### config.mk
export PLATFORM = sky130hd
export DESIGN_NAME = nap_clock_ctrl
export DESIGN_NICKNAME = d
export VERILOG_FILES = /design/src/rtl/nap_pkg.sv /design/src/rtl/nap_rst_sync.sv /design/src/rtl/nap_sync_bank.sv /design/src/rtl/nap_state_fsm.sv /design/src/rtl/nap_req_gate.sv /design/src/rtl/nap_clock_ctrl.sv
export SDC_FILE = /design/constraint.sdc
export NUM_CORES = 1
export LEC_CHECK = 0
export BUFFER_PORTS_ARGS = -buffer_cell sky130_fd_sc_hd__buf_4
export CAP_MARGIN = 5
export CORE_AREA = 3 3 40 42
export CTS_BUF_LIST = sky130_fd_sc_hd__clkbuf_8
export DETAILED_ROUTE_END_ITERATION = 8
export DIE_AREA = 0 0 43 45
export GPL_TIMING_DRIVEN = 1
export REMOVE_ABC_BUFFERS = 1
export SLEW_MARGIN = 0
export SYNTH_ARGS = -nofsm -noshare
export SYNTH_HDL_FRONTEND = slang
export SYNTH_SLANG_ARGS = --single-unit
### constraint.sdc
create_clock -name clk -period 0.8 [get_ports clk]
set_input_delay 0.04 -clock clk [delete_from_list [all_inputs] [get_ports clk]]
set_output_delay 0.04 -clock clk [all_outputs]
set_load 0.05 [all_outputs]
### src/rtl/nap_pkg.sv
`timescale 1ns/1ps
package nap_pkg;

   typedef enum logic [1:0] {
      NAP_NORMAL = 2'b00,
      NAP_GRANT  = 2'b01,
      NAP_SLEEP  = 2'b10
   } nap_state_e;

   typedef struct packed {
      logic bus;
      logic apic;
      logic core;
      logic pll;
   } nap_clk_en_t;

   function automatic nap_clk_en_t nap_enables(input nap_state_e st);
      nap_clk_en_t e;
      e.pll  = 1'b1;
      e.core = (st == NAP_NORMAL);
      e.bus  = (st != NAP_SLEEP);
      e.apic = (st != NAP_SLEEP);
      return e;
   endfunction

endpackage

### src/rtl/nap_rst_sync.sv
`timescale 1ns/1ps
module nap_rst_sync #(
   parameter int STAGES = 2
) (
   input  logic clk,
   input  logic arst_n,
   output logic srst_n
);
   generate
      if (STAGES < 2) begin : g_bad
         $error("nap_rst_sync: STAGES must be at least 2");
      end
   endgenerate

   logic [STAGES-1:0] chain;

   always_ff @(posedge clk or negedge arst_n) begin
      if (!arst_n) chain <= '0;
      else         chain <= {chain[STAGES-2:0], 1'b1};
   end

   assign srst_n = chain[STAGES-1];
endmodule

### src/rtl/nap_sync_bank.sv
`timescale 1ns/1ps
module nap_sync_bank #(
   parameter int        WIDTH   = 2,
   parameter int        STAGES  = 2,
   parameter logic      RST_VAL = 1'b1
) (
   input  logic             clk,
   input  logic             rst_n,
   input  logic [WIDTH-1:0] d_async,
   output logic [WIDTH-1:0] q_sync
);
   generate
      if (STAGES < 2) begin : g_bad_stages
         $error("nap_sync_bank: STAGES must be at least 2");
      end
      if (WIDTH < 1) begin : g_bad_width
         $error("nap_sync_bank: WIDTH must be at least 1");
      end
   endgenerate

   genvar b;
   generate
      for (b = 0; b < WIDTH; b++) begin : g_bit
         logic [STAGES-1:0] flop;
         always_ff @(posedge clk or negedge rst_n) begin
            if (!rst_n) flop <= {STAGES{RST_VAL}};
            else        flop <= {flop[STAGES-2:0], d_async[b]};
         end
         assign q_sync[b] = flop[STAGES-1];
      end
   endgenerate
endmodule

### src/rtl/nap_state_fsm.sv
`timescale 1ns/1ps
module nap_state_fsm
   import nap_pkg::*;
(
   input  logic       clk,
   input  logic       rst_n,
   input  logic       stop_act,
   input  logic       sleep_act,
   output nap_state_e state
);
   nap_state_e nxt;

   always_comb begin
      nxt = state;
      unique case (state)
         NAP_NORMAL: begin
            if (stop_act) nxt = NAP_GRANT;
         end
         NAP_GRANT: begin
            if (sleep_act)      nxt = NAP_SLEEP;
            else if (!stop_act) nxt = NAP_NORMAL;
         end
         NAP_SLEEP: begin
            if (!sleep_act) nxt = NAP_GRANT;
         end
         default: nxt = NAP_NORMAL;
      endcase
   end

   always_ff @(posedge clk or negedge rst_n) begin
      if (!rst_n) state <= NAP_NORMAL;
      else        state <= nxt;
   end
endmodule

### src/rtl/nap_req_gate.sv
`timescale 1ns/1ps
module nap_req_gate #(
   parameter int INTR_W = 4,
   parameter bit ACK_EN = 1'b1
) (
   input  logic              clk,
   input  logic              rst_n,
   input  logic              asleep,
   input  logic              snoop_req,
   input  logic [INTR_W-1:0] intr_req,
   output logic              snoop_fwd,
   output logic [INTR_W-1:0] intr_fwd,
   output logic              snoop_ack,
   output logic [INTR_W-1:0] intr_ack
);
   generate
      if (INTR_W < 1) begin : g_bad_w
         $error("nap_req_gate: INTR_W must be at least 1");
      end
   endgenerate

   assign snoop_fwd = snoop_req & ~asleep;

   genvar i;
   generate
      for (i = 0; i < INTR_W; i++) begin : g_mask
         assign intr_fwd[i] = intr_req[i] & ~asleep;
      end

      if (ACK_EN) begin : g_ack
         always_ff @(posedge clk or negedge rst_n) begin
            if (!rst_n) begin
               snoop_ack <= 1'b0;
               intr_ack  <= '0;
            end else begin
               snoop_ack <= snoop_fwd;
               intr_ack  <= intr_fwd;
            end
         end
      end else begin : g_no_ack
         assign snoop_ack = 1'b0;
         assign intr_ack  = '0;
      end
   endgenerate
endmodule

### src/rtl/nap_clock_ctrl.sv
`timescale 1ns/1ps
module nap_clock_ctrl
   import nap_pkg::*;
#(
   parameter int INTR_W      = 4,
   parameter int SYNC_STAGES = 2,
   parameter int RST_STAGES  = 2,
   parameter bit ACK_EN      = 1'b1
) (
   input  logic              clk,
   input  logic              cpu_rst_n,
   input  logic              stpclk_n,
   input  logic              slp_n,
   input  logic              snoop_req,
   input  logic [INTR_W-1:0] intr_req,
   output logic [1:0]        state_o,
   output logic              bus_clk_en,
   output logic              apic_clk_en,
   output logic              core_clk_en,
   output logic              pll_en,
   output logic              snoop_fwd,
   output logic [INTR_W-1:0] intr_fwd,
   output logic              snoop_ack,
   output logic [INTR_W-1:0] intr_ack
);
   localparam int NREQ = 2;

   logic            rst_s_n;
   logic [NREQ-1:0] req_raw_n;
   logic [NREQ-1:0] req_s_n;
   nap_state_e      st;
   nap_clk_en_t     en;

   nap_rst_sync #(.STAGES(RST_STAGES)) u_rst (
      .clk    (clk),
      .arst_n (cpu_rst_n),
      .srst_n (rst_s_n)
   );

   assign req_raw_n = {slp_n, stpclk_n};

   nap_sync_bank #(.WIDTH(NREQ), .STAGES(SYNC_STAGES), .RST_VAL(1'b1)) u_sync (
      .clk     (clk),
      .rst_n   (rst_s_n),
      .d_async (req_raw_n),
      .q_sync  (req_s_n)
   );

   nap_state_fsm u_fsm (
      .clk       (clk),
      .rst_n     (rst_s_n),
      .stop_act  (~req_s_n[0]),
      .sleep_act (~req_s_n[1]),
      .state     (st)
   );

   assign en          = nap_enables(st);
   assign state_o     = st;
   assign bus_clk_en  = en.bus;
   assign apic_clk_en = en.apic;
   assign core_clk_en = en.core;
   assign pll_en      = en.pll;

   nap_req_gate #(.INTR_W(INTR_W), .ACK_EN(ACK_EN)) u_gate (
      .clk       (clk),
      .rst_n     (rst_s_n),
      .asleep    (st == NAP_SLEEP),
      .snoop_req (snoop_req),
      .intr_req  (intr_req),
      .snoop_fwd (snoop_fwd),
      .intr_fwd  (intr_fwd),
      .snoop_ack (snoop_ack),
      .intr_ack  (intr_ack)
   );
endmodule

======== Word level (Yosys, flattened, before mapping) ========
Index checks and enable logic that the tools add are counted.
cells by class
  eq/ne operators ......................... 6
  muxes and demuxes ....................... 5
  bitwise gates (word level) .............. 6
  reductions and logical operators ........ 2
operators with widths
  operator            count
  $mux 2              4
  $ne 2x2->1 const B  3
  $pmux 2 s3          1
  $and 1x1->1         5
  $ne 3x3->1 const B  1
  $reduce_and 3->1    1
  $eq 2x1->1 const B  1
  $eq 2x2->1 const B  1
  $logic_not 2->1     1
  $not 1->1           1
word-level totals
  flip-flop bits (word level) ............. 13
  output and inout port bits .............. 16
  logic and storage cells ................. 25

======== Longest topological paths before layout ========
Gate-level depths: netlist of run 1.
  depth in word-level cells ............... 3
  mapped depth ............................ 2

======== Hierarchy ========
A second synthesis of run 1 with hierarchy kept.
second synthesis, totals
  cells, all modules ...................... 34
  area, all modules ....................... 460.4 sq um
modules (own cells, without submodules)
  module          times used  cells each  area each (sq um)
  nap_req_gate    1           10          156.4
  nap_sync_bank   1           6           120.1
  nap_state_fsm   1           7           87.6
  nap_rst_sync    1           3           53.8
  nap_clock_ctrl  1           8           42.5

======== Least setup slack after synthesis of run 1 ========
No wires, ideal clock.
  path kind ............................... register to register
  from .................................... reg u_fsm.state[0]
  to ...................................... reg u_gate.intr_ack[0]
  setup time .............................. 0.173 ns
  arrival ................................. 1.770 ns
  path slack .............................. -1.144 ns
  cell stages (with the launch flop) ...... 3
  period minus slack after synthesis ...... 1.944 ns
  path through ............................ dfrtp_1 > nand2b_1 > and2_1
between the ends
  cells in the longest elaborated chain, start to end .. 3
RTL lines
  what                    RTL line              text
  start, declared         nap_state_fsm.sv:9    output nap_state_e state
  start signal, assigned  nap_state_fsm.sv:32   else state <= nxt;
  $eq 2x2->1              nap_clock_ctrl.sv:67  .asleep (st == NAP_SLEEP),
  $not 1->1               nap_req_gate.sv:27    assign intr_fwd[i] = intr_req[i] & ~asleep;
  $and 1x1->1             nap_req_gate.sv:27
  named net intr_fwd[0]   nap_clock_ctrl.sv:22  output logic [INTR_W-1:0] intr_fwd,
  end signal, assigned    nap_req_gate.sv:37    intr_ack <= intr_fwd;
  end, declared           nap_req_gate.sv:14    output logic [INTR_W-1:0] intr_ack
The timed path passes the listed nets, and every way through them passes these cells.
A chain may end at the register's enable or synchronous reset.

======== Worst setup path after layout of run 1 ========
  from .................................... reg u_fsm.state[0]
  to ...................................... out intr_fwd[3]
between the ends
  cells in the longest elaborated chain, start to end .. 3
RTL lines
  what           RTL line
  $eq 2x2->1     nap_clock_ctrl.sv:67
  $not 1->1      nap_req_gate.sv:27
  $and 1x1->1    nap_req_gate.sv:27
  end, declared  nap_clock_ctrl.sv:22
Every way passes these cells.

==> metrics.md, run 1 <==
| Metric | Value |
|---|---|
| Inserted Clock Buffers | `3` |
| CP Data Arrival Time | `~1.1 ns` |
| Worst-path clk slew | `around 0.05 ns` |
| Final period utilization | `142%` |
| Synthesized area per cell | `14.8 um2` |
| HP Class | `in2reg` |
| WP data required | `0.76 ns` |
| CP Capture Type | `output pin` |
| Comb power frac | `47.0%` |
| Root Driver | `clkbuf_8` |
| Final worst slack | `-0.334 ns` |
| Drt pass-1 iters | `2` |
| Largest net degree at the start of global routing | `8` |
| Final Slew Violations | `0` |
| Via Count | `338` |
| DRT antenna net count | `0` |
| CP peak stage delay | `0.38 ns` |
| FF+latch count, synth | `13` |
| Fmax | `~880 MHz` |
| Maximum buffer depth of the clock tree | `2` |
| CTS Sinks | `13` |
| Hold Slack | `between 0.05 and 0.06 ns` |
| Pre-CTS setup slack | `-0.186 ns` |
| WL final | `998 um` |
| Setup CP Type | `reg2out` |
| Worst r2r src | `u_fsm.state[1]$_DFFE_PN0P_` |
| Total gr overflow | `0` |
| WL per Instance | `12.3 um` |
| Vias in the first global route | `between 300 and 400` |
| Failing checks | `setup timing` |
| Switch Pwr | `0.919 mW` |
| Cell-internal power | `approximately 1.6 mW` |
| Mapped Area | `429 um2` |
| Area growth, synth to finish | `101%` |
| Clk Latency, worst-skew pair | `about 0.23 ns` |
| Nets | `76` |
| Switching portion of total power | `36.7%` |
| Startpoint Class | `flip-flop` |
| Post-layout util | `~67%` |
| GRT Total Usage | `11.0%` |
| Reg2reg path depth | `3` |
| Crit path from | `u_fsm.state[0]$_DFFE_PN0P_` |
| Initial antenna violation count | `0` |
| Ant. Diodes | `0` |
| CORE AREA | `1280 um2` |
| Starting Density | `33.4%` |
| Gpl congestion | `0.610` |
| Critical-path top delay cell | `dfrtp_1` |
| Row count | `13` |
| Clock power frac | `a little over a fifth` |
| Fin crit period | `roughly 1.1 ns` |
| DR iter-0 viols | `2` |
| Fillers | `97` |
| Vias per std cell | `4.17` |
| Setup-failing EPs final | `18` |
| Post-Place Cell Area | `647 um2` |
| RSZ-0062 raised after global routing | `true` |
| Hpwl dp | `slightly below 700 um` |
| Worst Skew | `0.00119 ns` |
| CP endpoint | `intr_fwd[3]` |
| CP cell instances | `nand2b_4 > and2_4 > buf_8` |
| Pleak | `0.423 nW` |
| R2R Path End | `u_fsm.state[0]$_DFFE_PN0P_` |
| Reg2Reg Setup Slack | `-0.20 ns` |
| Mapped Cells | `29` |
| Final Cell Area | `865 um2` |
| Unique cell type count in the Yosys netlist | `10` |
| Status | `complete, but fails checks` |
| First-pass GRT wire length | `1.50 mm` |
| Layout cells sized above 1 | `69.7%` |
| Peak VDD IR | `between 1500 and 2000 uV` |
| Register area share after synthesis | `slightly below 80%` |
| H-tree levels | `1` |
| TritonCTS clock tree | `done` |
| DRC Markers | `0` |
| I/O pins | `25` |
| Die H | `approximately 45 um` |
| Yosys warnings | `0` |
| Port Buffers | `23` |
| Die X-Extent | `43 um` |
| CP Max Fanout | `6` |
| Seq pwr share | `31.4%` |
| Final hold vios | `0` |
| Die ar. | `1940 um2` |
| PD cells | `2900 nW/um2` |
| Max Cap Viol | `0` |
[cell type report]
type,count,area (um2),share of cell area [%]
Clock buffer,3,41.3,4.78
Clock inverter,1,3.75,0.434
Multi-Input combinational cell,15,114,13.2
Sequential cell,13,330,38.2
Tap cell,15,18.8,2.17
Timing Repair Buffer,34,357,41.2
[sequential cells by signal, indices dropped and copies added (netlist names)]
signal / flops
u_fsm.state: 2
u_sync.g_bit.flop: 4
u_rst.chain: 2
u_gate.snoop_ack: 1
u_gate.intr_ack: 4
[synth_stat cells (all sizes together)]
cell type / instances / area (um2)
buf: 2 / 15.0
a21oi: 1 / 5.00
dfstp: 4 / 105
conb: 1 / 3.75
o32ai: 1 / 8.76
nor2: 1 / 3.75
nor2b: 2 / 12.5
and2: 5 / 31.3
nand2b: 3 / 18.8
dfrtp: 9 / 225
[routing by layer]
| layer | routed length [um] | track usage [%] |
|---|---|---|
| met5 | 0 | 0 |
| met4 | 0 | 7.23 |
| met3 | 60 | 3.59 |
| met2 | 535 | 19.2 |
| met1 | 401 | 11.3 |
[cells by family (layout without fill, tap and decap cells)]
kind of cell | after synthesis | count (layout) | share of synthesized area [%]
and+or+nand+nor | 11 | 11 | 15.5
AOI/OAI and AO/OA | 2 | 2 | 3.21
DFF | 13 | 13 | 77.0
other | 1 | 2 | 0.874
buffers and inverters | 2 | 38 | 3.50
[through the flow]
stage | total power [mW] | setup TNS (ns) | cells
2_1_floorplan | 1.36 | -17.87 | 28
3_3_place_gp | 1.67 | -1.91 | 71
3_5_place_dp | 1.67 | -1.91 | 71
4_1_cts | 2.49 | -3.37 | 79
5_1_grt | 2.61 | -4.29 | 81
6_report | 2.50 | -3.51 | 81
[worst max-delay path: cells and delay by family (launching register included)]
family,cells,cell delay (ns)
buf+inv,1,0.14
flops,1,0.38
simple gates,2,0.33
[power groups by stage]
stage	clock (mW)	sequential (mW)	combinational (mW)
after floorplan	0	1.00	0.351
after global placement	0	0.784	0.885
after detailed placement	0	0.786	0.887
after CTS	0.575	0.786	1.13
after global routing	0.599	0.794	1.22
final	0.542	0.785	1.18
[placed cells by master (no fill, tap or decap)]
master         count
dlygate4sd3_1      3
a21oi_2            1
and2_4             5
buf_6              9
buf_4             14
nor2b_1            2
o32ai_1            1
conb_1             2
dfstp_2            4
nor2_2             1
buf_8              8
dfrtp_1            9
nand2b_4           1
inv_1              1
clkbuf_8           3
nand2b_1           2
[what timing repair did]
item,CTS,global route
buffers inserted,1,2
hold buffers,3,0
endpoints found under the setup margin,22,22
endpoints found under the hold margin,4,0
gates resized for setup,31,2
pin swaps,7,1
[how the worst min path moves through the flow]
stage	from	end	slack [ns]	cells after the start
after global placement	cpu_rst_n	u_rst.chain[1]$_DFF_PN0_	-0.18	1
after CTS	intr_req[0]	u_gate.intr_ack[0]$_DFF_PN0_	0.05	2
final	intr_req[1]	u_gate.intr_ack[1]$_DFF_PN0_	0.06	2
after floorplan	cpu_rst_n	u_rst.chain[0]$_DFF_PN0_	-0.26	0
after detailed placement	cpu_rst_n	u_rst.chain[1]$_DFF_PN0_	-0.18	1
after global routing	intr_req[1]	u_gate.intr_ack[1]$_DFF_PN0_	0.05	2
Note: power is estimated with default switching activity, not from simulation.
==> run 2: changes to the inputs <==
--- a/config.mk
+++ b/config.mk
@@ -5,6 +5,7 @@
 export SDC_FILE = /design/constraint.sdc
 export NUM_CORES = 1
 export LEC_CHECK = 0
+export ABC_AREA = 1
 export BUFFER_PORTS_ARGS = -buffer_cell sky130_fd_sc_hd__buf_4
 export CAP_MARGIN = 5
 export CORE_AREA = 3 3 40 42
@@ -12,6 +13,7 @@
 export DETAILED_ROUTE_END_ITERATION = 8
 export DIE_AREA = 0 0 43 45
 export GPL_TIMING_DRIVEN = 1
+export PLACE_DENSITY = 0.67
 export REMOVE_ABC_BUFFERS = 1
 export SLEW_MARGIN = 0
 export SYNTH_ARGS = -nofsm -noshare
==> run 2 against run 1 <==
Net effect:
- the run still ends with setup timing left
- combinational power up 13%
- sequential power up 2%
- via count up 11%
- critical path depth up 2
- setup slack better by 0.029 ns
- first-iteration DRC count up 100%
- cell area up 1.4%
- largest cell class is now sequential cells
- highest routed layer unchanged
==> metrics.md, run 2 <==
| Metric | Value |
|---|---|
| Status | `complete, but fails checks` |
| Failing checks | `setup timing` |
| Root Driver | `clkbuf_8` |
| Pleak | `0.457 nW` |
| Count leader, synth | `inv_1` |
| Fin crit period | `1.10 ns` |
| Die H | `45 um` |
| FF+latch count, synth | `13` |
| TritonCTS clock tree | `done` |
| Commonest cells post-synth | `10 x inv_1, 9 x dfrtp_1, 5 x nor2_2` |
| Maximum buffer depth of the clock tree | `2` |
| Synthesized area per cell | `between 10 and 15 um2` |
| RSZ-0062 raised after global routing | `true` |
| DRC Markers | `0` |
| Setup TNS | `-3.06 ns` |
| CP Max Fanout | `5` |
| Largest registers | `u_gate.intr_ack: 4 flops, u_sync.g_bit.flop: 4 flops` |
| Vias per std cell | `4.20` |
| Fmax | `just over 900 MHz` |
| First-pass GRT wire length | `1.47 mm` |
| Yosys warnings | `0` |
| CTS Sinks | `13` |
| GRT Total Usage | `10.3%` |
| Synth Area in Adders | `0%` |
| Drt pass-1 iters | `2` |
| DR iter-0 viols | `4` |
| Post-layout util | `68.3%` |
| Post-synth ARST share | `100%` |
| Final worst slack | `-0.305 ns` |
| Largest net degree at the start of global routing | `12` |
| Startpoint Class | `flip-flop` |
| CORE AREA | `between 1000 and 1500 um2` |
| Mux cell area share after synthesis | `0%` |
| H-tree levels | `1` |
| Initial antenna violation count | `0` |
| Gpl congestion | `between 0.7 and 0.8` |
| Cell count after placement | `80` |
| Worst-path clk slew | `around 0.05 ns` |
| Max Cap Viol | `0` |
| Ant. Diodes | `0` |
| Die X-Extent | `43 um` |
| Mapped Area | `464 um2` |
| Setup-failing EPs final | `13` |
| WP data required | `0.76 ns` |
| Hold Slack | `0.0770 ns` |
| Compound-Gate Fraction of Synth Area | `2.16%` |
| Final Slew Violations | `0` |
| Register area share after synthesis | `between 70% and 80%` |
| DRT antenna net count | `0` |
| Unique cell type count in the Yosys netlist | `12` |
| CP Capture Type | `output pin` |
| Peak VDD IR | `1900 uV` |
| Layout cells sized above 1 | `about three fifths` |
| HP Class | `in2reg` |
| Post-synth top area share | `about half` |
| CP Data Arrival Time | `~1.1 ns` |
| Mapped Cells | `40` |
| Hpwl dp | `about 630 um` |
| Starting Density | `36.1%` |
| Largest family of logic cells by synthesized area | `simple AND/OR/NAND/NOR gates` |
| Post-synth EDFFs | `0` |
| Most common cell after layout, fill and taps aside | `buf_6` |
| Worst Skew | `0.00506 ns` |
| Setup CP Type | `reg2out` |
| PD cells | `3050 nW/um2` |
| Xor and xnor area share after synthesis | `0%` |
| Row count | `13` |
| Top_reg_cell synth | `dfrtp_1` |
| Clk Latency, worst-skew pair | `0.23 ns` |
| Total gr overflow | `0` |
| Vias in the first global route | `approximately 360` |
| Synth area leader | `dfrtp_1` |
| Final period utilization | `138%` |
| Area share of and/or/nand/nor cells after synthesis | `13.2%` |
| Final hold vios | `0` |
| Post-route insts no fill | `89` |
| Area growth, synth to finish | `88.9%` |
| Port Buffers | `23` |
| Via Count | `374` |
| I/O pins | `25` |
| Commonest non-fill, non-tap cells in the layout | `13 x buf_6, 11 x buf_4, 10 x inv_1` |
| Inserted Clock Buffers | `3` |
| WL final | `902 um` |
| Nets | `84` |
| WL per Instance | `just over 10 um` |
| Top area cells in the synthesized netlist | `dfrtp_1 49%, dfstp_2 23%, inv_1 8.1%` |
| Die ar. | `1940 um2` |
-- run 2: changes by cell type in the layout (fill, tap and decap cells not counted), moves of 2 or more --
cell      change
inv_1         +9
nor2_4        +6
and2_4        -5
buf_6         +4
buf_8         -4
nand2_1       +4
buf_4         -3
nand2b_1      -2
nor2b_1       -2
-- run 2: report_power, final --
group          internal, mW  total [mW]  switching, mW
logic                 0.505        1.33          0.826
clock network         0.337       0.540          0.203
registers             0.747       0.801         0.0546
-- run 2: layout make-up --
cell class	count	area (um2)
Fill cell	97	408
Sequential cell	13	330
Timing Repair Buffer	31	319
Multi-Input combinational cell	15	115
Inverter	11	48.8
Clock buffer	3	41.3
Tap cell	15	18.8
Clock inverter	1	3.75
-- run 2: through the flow --
step           cell area, um2  total power, mW  worst slack, ns
3_5_place_dp              667             1.84          -0.0850
2_1_floorplan             453             1.49            -1.00
5_1_grt                   877             2.79           -0.348
4_1_cts                   846             2.62           -0.302
3_3_place_gp              667             1.83          -0.0801
6_report                  877             2.67           -0.305
-- run 2: worst max-delay path, cell delays in order, from the launching register on --
cell,delay (ns)
dfrtp_1,0.36
inv_2,0.05
nand2_4,0.09
inv_8,0.06
nor2_4,0.10
buf_6,0.16
-- run 2: worst paths after layout --
kind | from | slack [ns] | cells after the start | to
worst max-delay path | u_fsm.state[0]$_DFFE_PN0P_ | -0.30 | 5 | snoop_fwd
worst min-delay path | intr_req[0] | 0.08 | 3 | u_gate.intr_ack[0]$_DFF_PN0_
worst max register to register | u_fsm.state[0]$_DFFE_PN0P_ | -0.16 | 5 | u_fsm.state[1]$_DFFE_PN0P_
worst min register to register | u_rst.chain[1]$_DFF_PN0_ | 0.16 | 0 | u_fsm.state[1]$_DFFE_PN0P_
max in group asynchronous | u_rst.chain[1]$_DFF_PN0_ | 0.31 | 0 | u_sync.g_bit[0].flop[1]$_DFF_PN1_
min in group asynchronous | cpu_rst_n | 0.13 | 2 | u_rst.chain[0]$_DFF_PN0_
-- run 2: cell families after synthesis --
logic type / Yosys count
buffers and inverters: 13
DFF: 13
AOI/OAI and AO/OA: 2
and+or+nand+nor: 11
other: 1
-- run 2: what timing repair did --
action,in CTS,in global routing
endpoints found under the hold margin,4,0
pin swaps,2,1
endpoints found under the setup margin,17,22
hold buffers,3,0
gates resized for setup,29,4
setup buffers,0,2
gates cloned,0,0
-- run 2: metal layers --
metal / vias up / track usage (%) / wire length, um
met4: 0 / 3.61 / 0
met2: 18 / 20.7 / 494
met1: 179 / 9.97 / 321
met3: 0 / 2.79 / 86
li1: 177 / - / -
met5: - / 0 / 0
==> run 3: changes to the inputs <==
--- a/config.mk
+++ b/config.mk
@@ -8,14 +8,13 @@
 export ABC_AREA = 1
 export BUFFER_PORTS_ARGS = -buffer_cell sky130_fd_sc_hd__buf_4
 export CAP_MARGIN = 5
-export CORE_AREA = 3 3 40 42
+export CORE_AREA = 2 2 39 41
 export CTS_BUF_LIST = sky130_fd_sc_hd__clkbuf_8
 export DETAILED_ROUTE_END_ITERATION = 8
-export DIE_AREA = 0 0 43 45
+export DIE_AREA = 0 0 41 43
 export GPL_TIMING_DRIVEN = 1
-export PLACE_DENSITY = 0.67
+export PLACE_DENSITY = 0.78
 export REMOVE_ABC_BUFFERS = 1
-export SLEW_MARGIN = 0
 export SYNTH_ARGS = -nofsm -noshare
 export SYNTH_HDL_FRONTEND = slang
 export SYNTH_SLANG_ARGS = --single-unit
==> run 3 against run 2 <==
Net effect:
- die area shrank 8.9%
- final cell count unchanged
- setup slack got worse by 0.027 ns
- the run still ends with setup timing left
- routed wire length fell by 1.8%
- maximum frequency fell by 2.4%
- combinational power about the same
- utilization shrank 5.9 points
- sequential cell count did not move
- largest cell class unchanged
- total power decreased by 0.98%
- global-route usage up 1.7 points
- clock-buffer cell count is the same
- sequential power increased by 0.6%
==> metrics.md, run 3 (synthesis results as in run 2) <==
| Metric | Value |
|---|---|
| Pre-CTS setup slack | `-0.124 ns` |
| Fmax | `between 800 and 900 MHz` |
| CTS Sinks | `13` |
| Total power | `2.65 mW` |
| Die X-Extent | `41 um` |
| Final Slew Violations | `0` |
| Die H | `roughly 43 um` |
| DRC Markers | `0` |
| Pleak | `0.449 nW` |
| Vias in the first global route | `334` |
| Met1 WL | `around 340 um` |
| Crit path from | `u_fsm.state[0]$_DFFE_PN0P_` |
| Vias per std cell | `3.99` |
| R2R Path End | `u_fsm.state[0]$_DFFE_PN0P_` |
| Status | `complete, but fails checks` |
| Cell count after placement | `81` |
| Post-layout util | `62.4%` |
| H-tree levels | `1` |
| Worst Skew | `0.00104 ns` |
| Initial antenna violation count | `0` |
| Root Driver | `clkbuf_8` |
| First-pass GRT wire length | `around 1.4 mm` |
| CORE AREA | `1380 um2` |
| CP Data Arrival Time | `1.09 ns` |
| DRT antenna net count | `0` |
| Clock power frac | `around a fifth` |
| Commonest non-fill, non-tap cells in the layout | `11 x buf_4, 11 x buf_6, 10 x inv_1` |
| Post-route insts no fill | `89` |
| Drt pass-1 iters | `2` |
| TritonCTS clock tree | `done` |
| Setup CP Type | `reg2out` |
| Cell-internal power | `1.58 mW` |
| Reg2Reg Setup Slack | `-0.12 ns` |
| Setup TNS | `-3.24 ns` |
| Hold Slack | `a little over 0.08 ns` |
| Critical-path top delay cell | `dfrtp_1` |
| Clk Latency, worst-skew pair | `0.23 ns` |
| WL final | `886 um` |
| Total gr overflow | `0` |
| Setup-failing EPs final | `17` |
| Startpoint Class | `flip-flop` |
| Die ar. | `1760 um2` |
| Layout cells sized above 1 | `60.3%` |
| Via Count | `355` |
| WP data required | `0.76 ns` |
| CP cell instances | `inv_2 > nand2_4 > buf_4 > buf_6` |
| CP Max Fanout | `4` |
| Seq pwr share | `a little under a third` |
| Largest net degree at the start of global routing | `12` |
| Gpl congestion | `0.558` |
| Switching portion of total power | `around 40%` |
| Area of the multi-input gates | `110 um2` |
| Inserted Clock Buffers | `3` |
| Largest registers | `u_gate.intr_ack: 4 flops, u_sync.g_bit.flop: 4 flops` |
| Peak VDD IR | `1730 uV` |
| CP endpoint | `bus_clk_en` |
| Final hold vios | `0` |
| DR WL met3 | `70 um` |
| Final worst slack | `-0.332 ns` |
| Fillers | `109` |
| Ant. Diodes | `0` |
| Final Cell Area | `around 860 um2` |
| Area growth, synth to finish | `86.0%` |
| Final period utilization | `141%` |
| Top sig layer | `met3` |
| Switch Pwr | `around 1.1 mW` |
| DR iter-0 viols | `2` |
| PD cells | `roughly 3100 nW/um2` |
| Fin crit period | `1.13 ns` |
| WL per Instance | `9.96 um` |
| Failing checks | `setup timing` |
| Row count | `14` |
| CP peak stage delay | `0.40 ns` |
| Starting Density | `approximately 34%` |
| Max Cap Viol | `0` |
| Maximum buffer depth of the clock tree | `2` |
| CP Capture Type | `output pin` |
| HP Class | `in2reg` |
| Hpwl dp | `645 um` |
| Metal2 WL | `479 um` |
| Reg2reg path depth | `5` |
| Register area | `330 um2` |
| Post-Place Cell Area | `~670 um2` |
| I/O pins | `25` |
| Comb power frac | `49.2%` |
| RSZ-0062 raised after global routing | `true` |
| Worst r2r src | `u_fsm.state[0]$_DFFE_PN0P_` |
| GRT Total Usage | `12.0%` |
| Nets | `83` |
| Port Buffers | `23` |
| Worst-path clk slew | `0.05 ns` |
run 3: area by class of cell:
cell class	instances	share of cell area [%]
clock buffers	3	4.78
clock inverters	1	0.435
inverters	11	5.36
multi-input cells	15	12.8
flip-flops and latches	13	38.3
well taps	16	2.32
repair buffers	30	36.1
run 3: worst max-delay path, delay by kind of cell (launching register included):
kind / cells / cell delay [ns]
DFF: 1 / 0.40
buffers and inverters: 3 / 0.39
and+or+nand+nor: 1 / 0.07
run 3: timing repair:
action                     in CTS  in global routing
pin swaps                       0                  3
setup endpoints to repair      17                 22
buffers inserted                0                  1
hold buffers                    3                  0
cloned                          0                  0
hold endpoints to repair        4                  0
resized for setup              23                  8
run 3: how the worst min path moves through the flow:
stage	depth (start not counted)	endpoint	from
floorplan	0	u_rst.chain[0]$_DFF_PN0_	cpu_rst_n
global placement	1	u_rst.chain[1]$_DFF_PN0_	cpu_rst_n
detailed placement	1	u_rst.chain[0]$_DFF_PN0_	cpu_rst_n
CTS	3	u_gate.snoop_ack$_DFF_PN0_	snoop_req
global route	3	u_gate.intr_ack[1]$_DFF_PN0_	intr_req[1]
finish	3	u_gate.intr_ack[1]$_DFF_PN0_	intr_req[1]
run 3: routing by layer:
metal  track usage [%]  vias up
met2              17.8       17
met3              4.19        0
met1              15.9      163
met4              4.00        0
met5                 0        -
li1                  -      175
run 3: power groups by stage:
stage,Combinational [mW],Sequential [mW],Clock (mW)
2_1_floorplan,0.452,1.04,0
3_3_place_gp,1.03,0.800,0
3_5_place_dp,1.04,0.803,0
4_1_cts,1.22,0.803,0.561
5_1_grt,1.37,0.815,0.599
6_report,1.30,0.806,0.538
